<file path="config.mk">
export PLATFORM = sky130hd
export DESIGN_NAME = card_clk_gen
export DESIGN_NICKNAME = d
export VERILOG_FILES = /design/src/rtl/ccg_pkg.sv /design/src/rtl/ccg_regs.sv /design/src/rtl/ccg_div.sv /design/src/rtl/ccg_settle.sv /design/src/rtl/ccg_gate.sv /design/src/rtl/card_clk_gen.sv
export SDC_FILE = /design/constraint.sdc
export NUM_CORES = 1
export LEC_CHECK = 0
export CAP_MARGIN = 20
export CORE_UTILIZATION = 28
export DETAILED_ROUTE_END_ITERATION = 16
export DONT_BUFFER_PORTS = 1
export PLACE_DENSITY = 0.39
export SLEW_MARGIN = 40
export SYNTH_ARGS = -nofsm -noshare
export SYNTH_HDL_FRONTEND = slang
export SYNTH_SLANG_ARGS = --single-unit
export TNS_END_PERCENT = 1
</file>
<file path="constraint.sdc">
create_clock -name clk_ref -period 4.3 [get_ports clk_ref]
set_input_delay 1.29 -clock clk_ref [delete_from_list [all_inputs] [get_ports clk_ref]]
set_output_delay 1.29 -clock clk_ref [all_outputs]
set_load 0.005 [all_outputs]
</file>
<file path="src/rtl/ccg_pkg.sv">
package ccg_pkg;
  localparam int unsigned WORD_W    = 32;
  localparam int unsigned RATIO_W   = 10;
  localparam int unsigned BIT_ICE   = 0;
  localparam int unsigned BIT_STBL  = 1;
  localparam int unsigned BIT_CEN   = 2;
  localparam int unsigned RATIO_LSB = 6;
  localparam int unsigned RATIO_MSB = RATIO_LSB + RATIO_W - 1;
endpackage

</file>
<file path="src/rtl/ccg_regs.sv">
module ccg_regs
  import ccg_pkg::*;
#(
  parameter int unsigned RW = RATIO_W
) (
  input  logic              clk,
  input  logic              rst_n,
  input  logic              wr_en,
  input  logic [WORD_W-1:0] wr_data,
  input  logic              stable,
  input  logic              out_off,
  output logic              ice,
  output logic              cen,
  output logic [RW-1:0]     ratio_act,
  output logic              ratio_chg,
  output logic [WORD_W-1:0] rd_data
);
  logic [RW-1:0] ratio_req;
  logic          apply_ok;

  always_ff @(posedge clk or negedge rst_n) begin
    if (!rst_n) begin
      ice       <= 1'b0;
      cen       <= 1'b0;
      ratio_req <= '0;
    end else if (wr_en) begin
      ice       <= wr_data[BIT_ICE];
      cen       <= wr_data[BIT_CEN];
      ratio_req <= wr_data[RATIO_LSB +: RW];
    end
  end

  // a pending ratio moves in only once the card gate is fully closed
  assign apply_ok  = !cen && out_off;
  assign ratio_chg = apply_ok && (ratio_req != ratio_act);

  always_ff @(posedge clk or negedge rst_n) begin
    if (!rst_n)         ratio_act <= '0;
    else if (ratio_chg) ratio_act <= ratio_req;
  end

  always_comb begin
    rd_data                        = '0;
    rd_data[BIT_ICE]               = ice;
    rd_data[BIT_STBL]              = stable;
    rd_data[BIT_CEN]               = cen;
    rd_data[RATIO_LSB +: RW]       = ratio_req;
  end
endmodule

</file>
<file path="src/rtl/ccg_div.sv">
module ccg_div #(
  parameter int unsigned RW = 10
) (
  input  logic          clk,
  input  logic          rst_n,
  input  logic          ice,
  input  logic [RW-1:0] ratio,
  output logic          bypass,
  output logic          div_q,
  output logic          low_next,
  output logic          rise
);
  logic [RW-1:0] cnt_q, cnt_d, last, half;
  logic          div_d;

  always_comb begin
    bypass   = (ratio < RW'(2));
    half     = ratio >> 1;
    last     = ratio - RW'(1);
    cnt_d    = (cnt_q >= last) ? '0 : cnt_q + RW'(1);
    div_d    = ice && !bypass && (cnt_d < half);
    rise     = ice && (bypass || (cnt_d == '0));
    low_next = !div_d;
  end

  always_ff @(posedge clk or negedge rst_n) begin
    if (!rst_n) begin
      cnt_q <= '0;
      div_q <= 1'b0;
    end else begin
      cnt_q <= (!ice || bypass) ? '0 : cnt_d;
      div_q <= div_d;
    end
  end
endmodule

</file>
<file path="src/rtl/ccg_settle.sv">
module ccg_settle #(
  parameter int unsigned SETTLE_EDGES = 8
) (
  input  logic clk,
  input  logic rst_n,
  input  logic ice,
  input  logic restart,
  input  logic rise,
  output logic stable
);
  localparam int unsigned CW = $clog2(SETTLE_EDGES + 1);
  localparam logic [CW-1:0] TARGET = CW'(SETTLE_EDGES);

  logic [CW-1:0] cnt_q;

  always_ff @(posedge clk or negedge rst_n) begin
    if (!rst_n) begin
      cnt_q  <= '0;
      stable <= 1'b0;
    end else if (!ice || restart) begin
      cnt_q  <= '0;
      stable <= 1'b0;
    end else if (!stable && rise) begin
      cnt_q  <= cnt_q + CW'(1);
      if (cnt_q + CW'(1) == TARGET) stable <= 1'b1;
    end
  end
endmodule

</file>
<file path="src/rtl/ccg_gate.sv">
module ccg_gate (
  input  logic clk,
  input  logic rst_n,
  input  logic allow,
  input  logic bypass,
  input  logic div_q,
  input  logic low_next,
  output logic gate_q,
  output logic gate_n,
  output logic out_off,
  output logic card_clk
);
  // divide mode: the gate moves only on an edge after which the clock is low
  always_ff @(posedge clk or negedge rst_n) begin
    if (!rst_n)        gate_q <= 1'b0;
    else if (bypass)   gate_q <= 1'b0;
    else if (low_next) gate_q <= allow;
  end

  // bypass mode: the gate moves on the falling reference edge
  always_ff @(negedge clk or negedge rst_n) begin
    if (!rst_n) gate_n <= 1'b0;
    else        gate_n <= bypass && allow;
  end

  assign out_off  = !gate_q && !gate_n;
  assign card_clk = bypass ? (clk && gate_n) : (div_q && gate_q);
endmodule

</file>
<file path="src/rtl/card_clk_gen.sv">
module card_clk_gen
  import ccg_pkg::*;
#(
  parameter int unsigned SETTLE_EDGES = 8
) (
  input  logic              clk_ref,
  input  logic              rst_n,
  input  logic              wr_en,
  input  logic [WORD_W-1:0] wr_data,
  output logic [WORD_W-1:0] rd_data,
  output logic              card_clk
);
  logic              ice_w, cen_w, stable_w, chg_w, off_w;
  logic [RATIO_W-1:0] ratio_act_w;
  logic              byp_w, div_w, low_next_w, rise_w;
  logic              gate_q_w, gate_n_w;

  ccg_regs #(.RW(RATIO_W)) u_regs (
    .clk(clk_ref), .rst_n(rst_n), .wr_en(wr_en), .wr_data(wr_data),
    .stable(stable_w), .out_off(off_w), .ice(ice_w), .cen(cen_w),
    .ratio_act(ratio_act_w), .ratio_chg(chg_w), .rd_data(rd_data)
  );

  ccg_div #(.RW(RATIO_W)) u_div (
    .clk(clk_ref), .rst_n(rst_n), .ice(ice_w), .ratio(ratio_act_w),
    .bypass(byp_w), .div_q(div_w), .low_next(low_next_w), .rise(rise_w)
  );

  ccg_settle #(.SETTLE_EDGES(SETTLE_EDGES)) u_settle (
    .clk(clk_ref), .rst_n(rst_n), .ice(ice_w), .restart(chg_w),
    .rise(rise_w), .stable(stable_w)
  );

  ccg_gate u_gate (
    .clk(clk_ref), .rst_n(rst_n), .allow(cen_w && ice_w && stable_w),
    .bypass(byp_w), .div_q(div_w), .low_next(low_next_w),
    .gate_q(gate_q_w), .gate_n(gate_n_w), .out_off(off_w),
    .card_clk(card_clk)
  );
endmodule

</file>
==> results.json, run 1 <==
{
  "die_y_um": 100,
  "vias_per_cell": 4.40,
  "diodes": 0,
  "hold_slack_ns": 0.492,
  "dpl_cell_area_mm2": 0.00278,
  "r2r_setup_slack_ns": 0.26,
  "drc": 0,
  "route.detailed.wl_per_inst_um": 13.4,
  "rsz0062_at_grt": "true",
  "cp_cell_sequence": "nand2_1, o21ai_2",
  "cp.arrival_ns": 3.16,
  "status": "finished, violations left",
  "fin_ws_ns": -0.155,
  "cap_violations": 0,
  "hold_path_class": "flip-flop to flip-flop",
  "synth_cells": 273,
  "clk_latency_ns": 0.42,
  "hold_buffers": 0,
  "portBuffers": 0,
  "async_reset_ff_share_pct": 100,
  "routabilityCongestion": 0.860,
  "grt_antenna_before_repair": 0,
  "yosys_warnings": 0,
  "start_util_pct": 29.0,
  "synthFlopType": "dfrtp_1",
  "worst_ep_required_time_ns": 3.01,
  "synth_top_area_share_pct": 36.2,
  "synth-edff-count": 0,
  "synth_most_common_cell": "dfrtp_1",
  "num_vias": 1801,
  "synthTopCellsByCount": "dfrtp_1 (39), buf_4 (22), mux2_2 (22), nor2_1 (22), xnor2_1 (22)",
  "core-area_mm2": 0.00928,
  "synth-seq-area-share_pct": 37.1,
  "grt_use_total_pct": 11.8,
  "grt_pass1_wl_um": 8950,
  "crit_slowest_cell": "dfrtn_1",
  "die_area_mm2": 0.0100,
  "grt_pass1_vias": 1871,
  "n_fill_cell": 976,
  "stdcell_area_mm2": 0.00294,
  "critPathLaunchType": "flip-flop",
  "path_class": "flip-flop to output port",
  "multi_input_area_mm2": 0.00150,
  "grt_max_degree": 41,
  "ant_nets": 0,
  "power.leakage_uw": 0.00132,
  "netlist_area_mm2": 0.00270,
  "hold_viol_final": 0,
  "drive_above_1_share_pct": 18.6,
  "wirelength_um": 5500,
  "worst_path_largest_cell_delay_ns": 0.41,
  "fin_util_pct": 31.7,
  "drt_iter0_drc": 54,
  "synthTopCellsByArea": "dfrtp_1 (36%), mux2_2 (9.2%), ha_1 (8.4%)",
  "area_growth_pct": 9.14,
  "ios": 68,
  "endpoint_kind": "output port",
  "finalSetupViolCount": 2,
  "synth-seq-cells": 40,
  "crit_path_max_fanout": 2,
  "dieWidth_um": 100,
  "clkTransAtPathRegs_ns": 0.08,
  "hpwl_um": 4360,
  "drv_slew": 0,
  "ir_drop_uv": 182,
  "cts_tree": "yes",
  "power_density_mw_per_mm2": 384,
  "ys_types": 48,
  "syn_area_per_cell_um2": 9.88,
  "first_pass_iters": 4,
  "seqCellArea_mm2": 0.00100,
  "synth_area_leader_cell": "dfrtp_1",
  "num_rows": 35,
  "grt-ovfl-total": 0,
  "nNetsFinal": 332,
  "violations": "setup timing",
  "clock_skew_ns": 0.0239
}
[critical path, delay by kind of cell, from the launching register on]
family / cells / cell delay [ns]
AO/OA/AOI/OAI: 1 / 0.13
flip-flops: 1 / 0.41
AND/OR/NAND/NOR: 1 / 0.06
[cells in the final DEF (no fill, tap or decap), types with 3 or more instances in the layout]
cell,instances
dfrtp_1,39
xnor2_1,22
nor2_1,22
mux2_2,22
conb_1,19
ha_1,18
inv_1,16
nand2_1,13
nand3_1,12
xor2_1,10
nor3_1,9
buf_4,9
clkbuf_8,8
nand4_1,6
a21oi_1,4
or3_1,4
a211oi_1,3
nor3_2,3
and3_1,3
and2_1,3
nor4_1,3
[layer usage]
| layer | vias up | share of wire [%] | global-route usage [%] |
|---|---|---|---|
| met2 | 39 | 47 | 19.4 |
| met4 | 0 | 1.1 | 4.24 |
| met5 | - | 0 | 0 |
| met3 | 6 | 3.8 | 3.41 |
| met1 | 846 | 48 | 14.7 |
| li1 | 910 | - | - |
[area by class of cell]
class | instances | area share (%)
Tap cell | 129 | 5.48
Sequential cell | 40 | 34.0
Inverter | 16 | 2.04
Clock inverter | 3 | 1.57
Clock buffer | 8 | 3.74
Multi-Input combinational cell | 204 | 50.9
Timing Repair Buffer | 9 | 2.30
[through the flow]
stage          setup TNS, ns  std cells  worst slack [ns]  power (uW)
6_report              -0.155        409            -0.155        1130
5_1_grt               -0.255        409            -0.225        1200
3_3_place_gp               0        398             0.107         749
4_1_cts               -0.182        409            -0.182        1150
2_1_floorplan              0        291             0.267         690
3_5_place_dp               0        398            0.0947         750
[registers in the layout (all words and copies together), names as in the netlist]
signal / count
u_div.cnt_q: 10
u_div.div_q: 1
u_regs.ratio_req: 10
u_gate.gate_n: 1
u_regs.ice: 1
u_settle.stable: 1
u_gate.gate_q: 1
u_regs.cen: 1
u_settle.cnt_q: 4
u_regs.ratio_act: 10
[worst paths after layout]
| path | start | end | cells past startpoint |
|---|---|---|---|
| max in group asynchronous | rst_n | u_gate.gate_n | 0 |
| worst min register to register | u_div.cnt_q[0] | u_div.cnt_q[0] | 1 |
| worst max-delay path | u_gate.gate_n | card_clk | 2 |
| min in group asynchronous | rst_n | u_regs.cen | 0 |
| worst max register to register | u_regs.ratio_act[4] | u_gate.gate_q | 17 |
| worst min-delay path | u_div.cnt_q[0] | u_div.cnt_q[0] | 1 |
[where the power goes]
part	internal [uW]	leakage (uW)	total, uW	switching (uW)
clock	234	0.0000797	391	157
combinational	136	0.000739	281	145
sequential	413	0.000504	458	45.4
total	783	0.00132	1130	347
[cells by family (layout without fill, tap and decap cells)]
| group | Yosys count | after routing | share of synthesized area, % |
|---|---|---|---|
| AOI/OAI and AO/OA | 25 | 25 | 7.33 |
| adders and majority gates | 18 | 18 | 8.35 |
| xor gates and xnor gates | 32 | 32 | 10.4 |
| DFF | 40 | 40 | 37.1 |
| other | 1 | 19 | 0.139 |
| muxes | 24 | 24 | 9.98 |
| buffers and inverters | 47 | 36 | 10.3 |
| and+or+nand+nor | 86 | 86 | 16.4 |
[repair_timing]
item                       CTS  global route
resized for setup            2             2
buffers inserted             0             0
setup endpoints to repair    2             3
hold endpoints to repair     0             0
pin swaps                    0             0
No activity file was read; power rests on OpenSTA's default activity.
==> run 2, diff against run 1 <==
SETUP_SLACK_MARGIN = 0.2   (was unset)
==> results of run 2 <==
Final layout, timing and power as in run 1 (identical DEF).
Main changes from that run: number of gates resized after CTS 2 -> 4; wire length of the first global-routing pass 8950 um -> 8970 um; via count of the first global-routing pass 1871 -> 1872; met1 usage 14.7% -> 14.6%; met2 usage 19.4% -> 19.6%
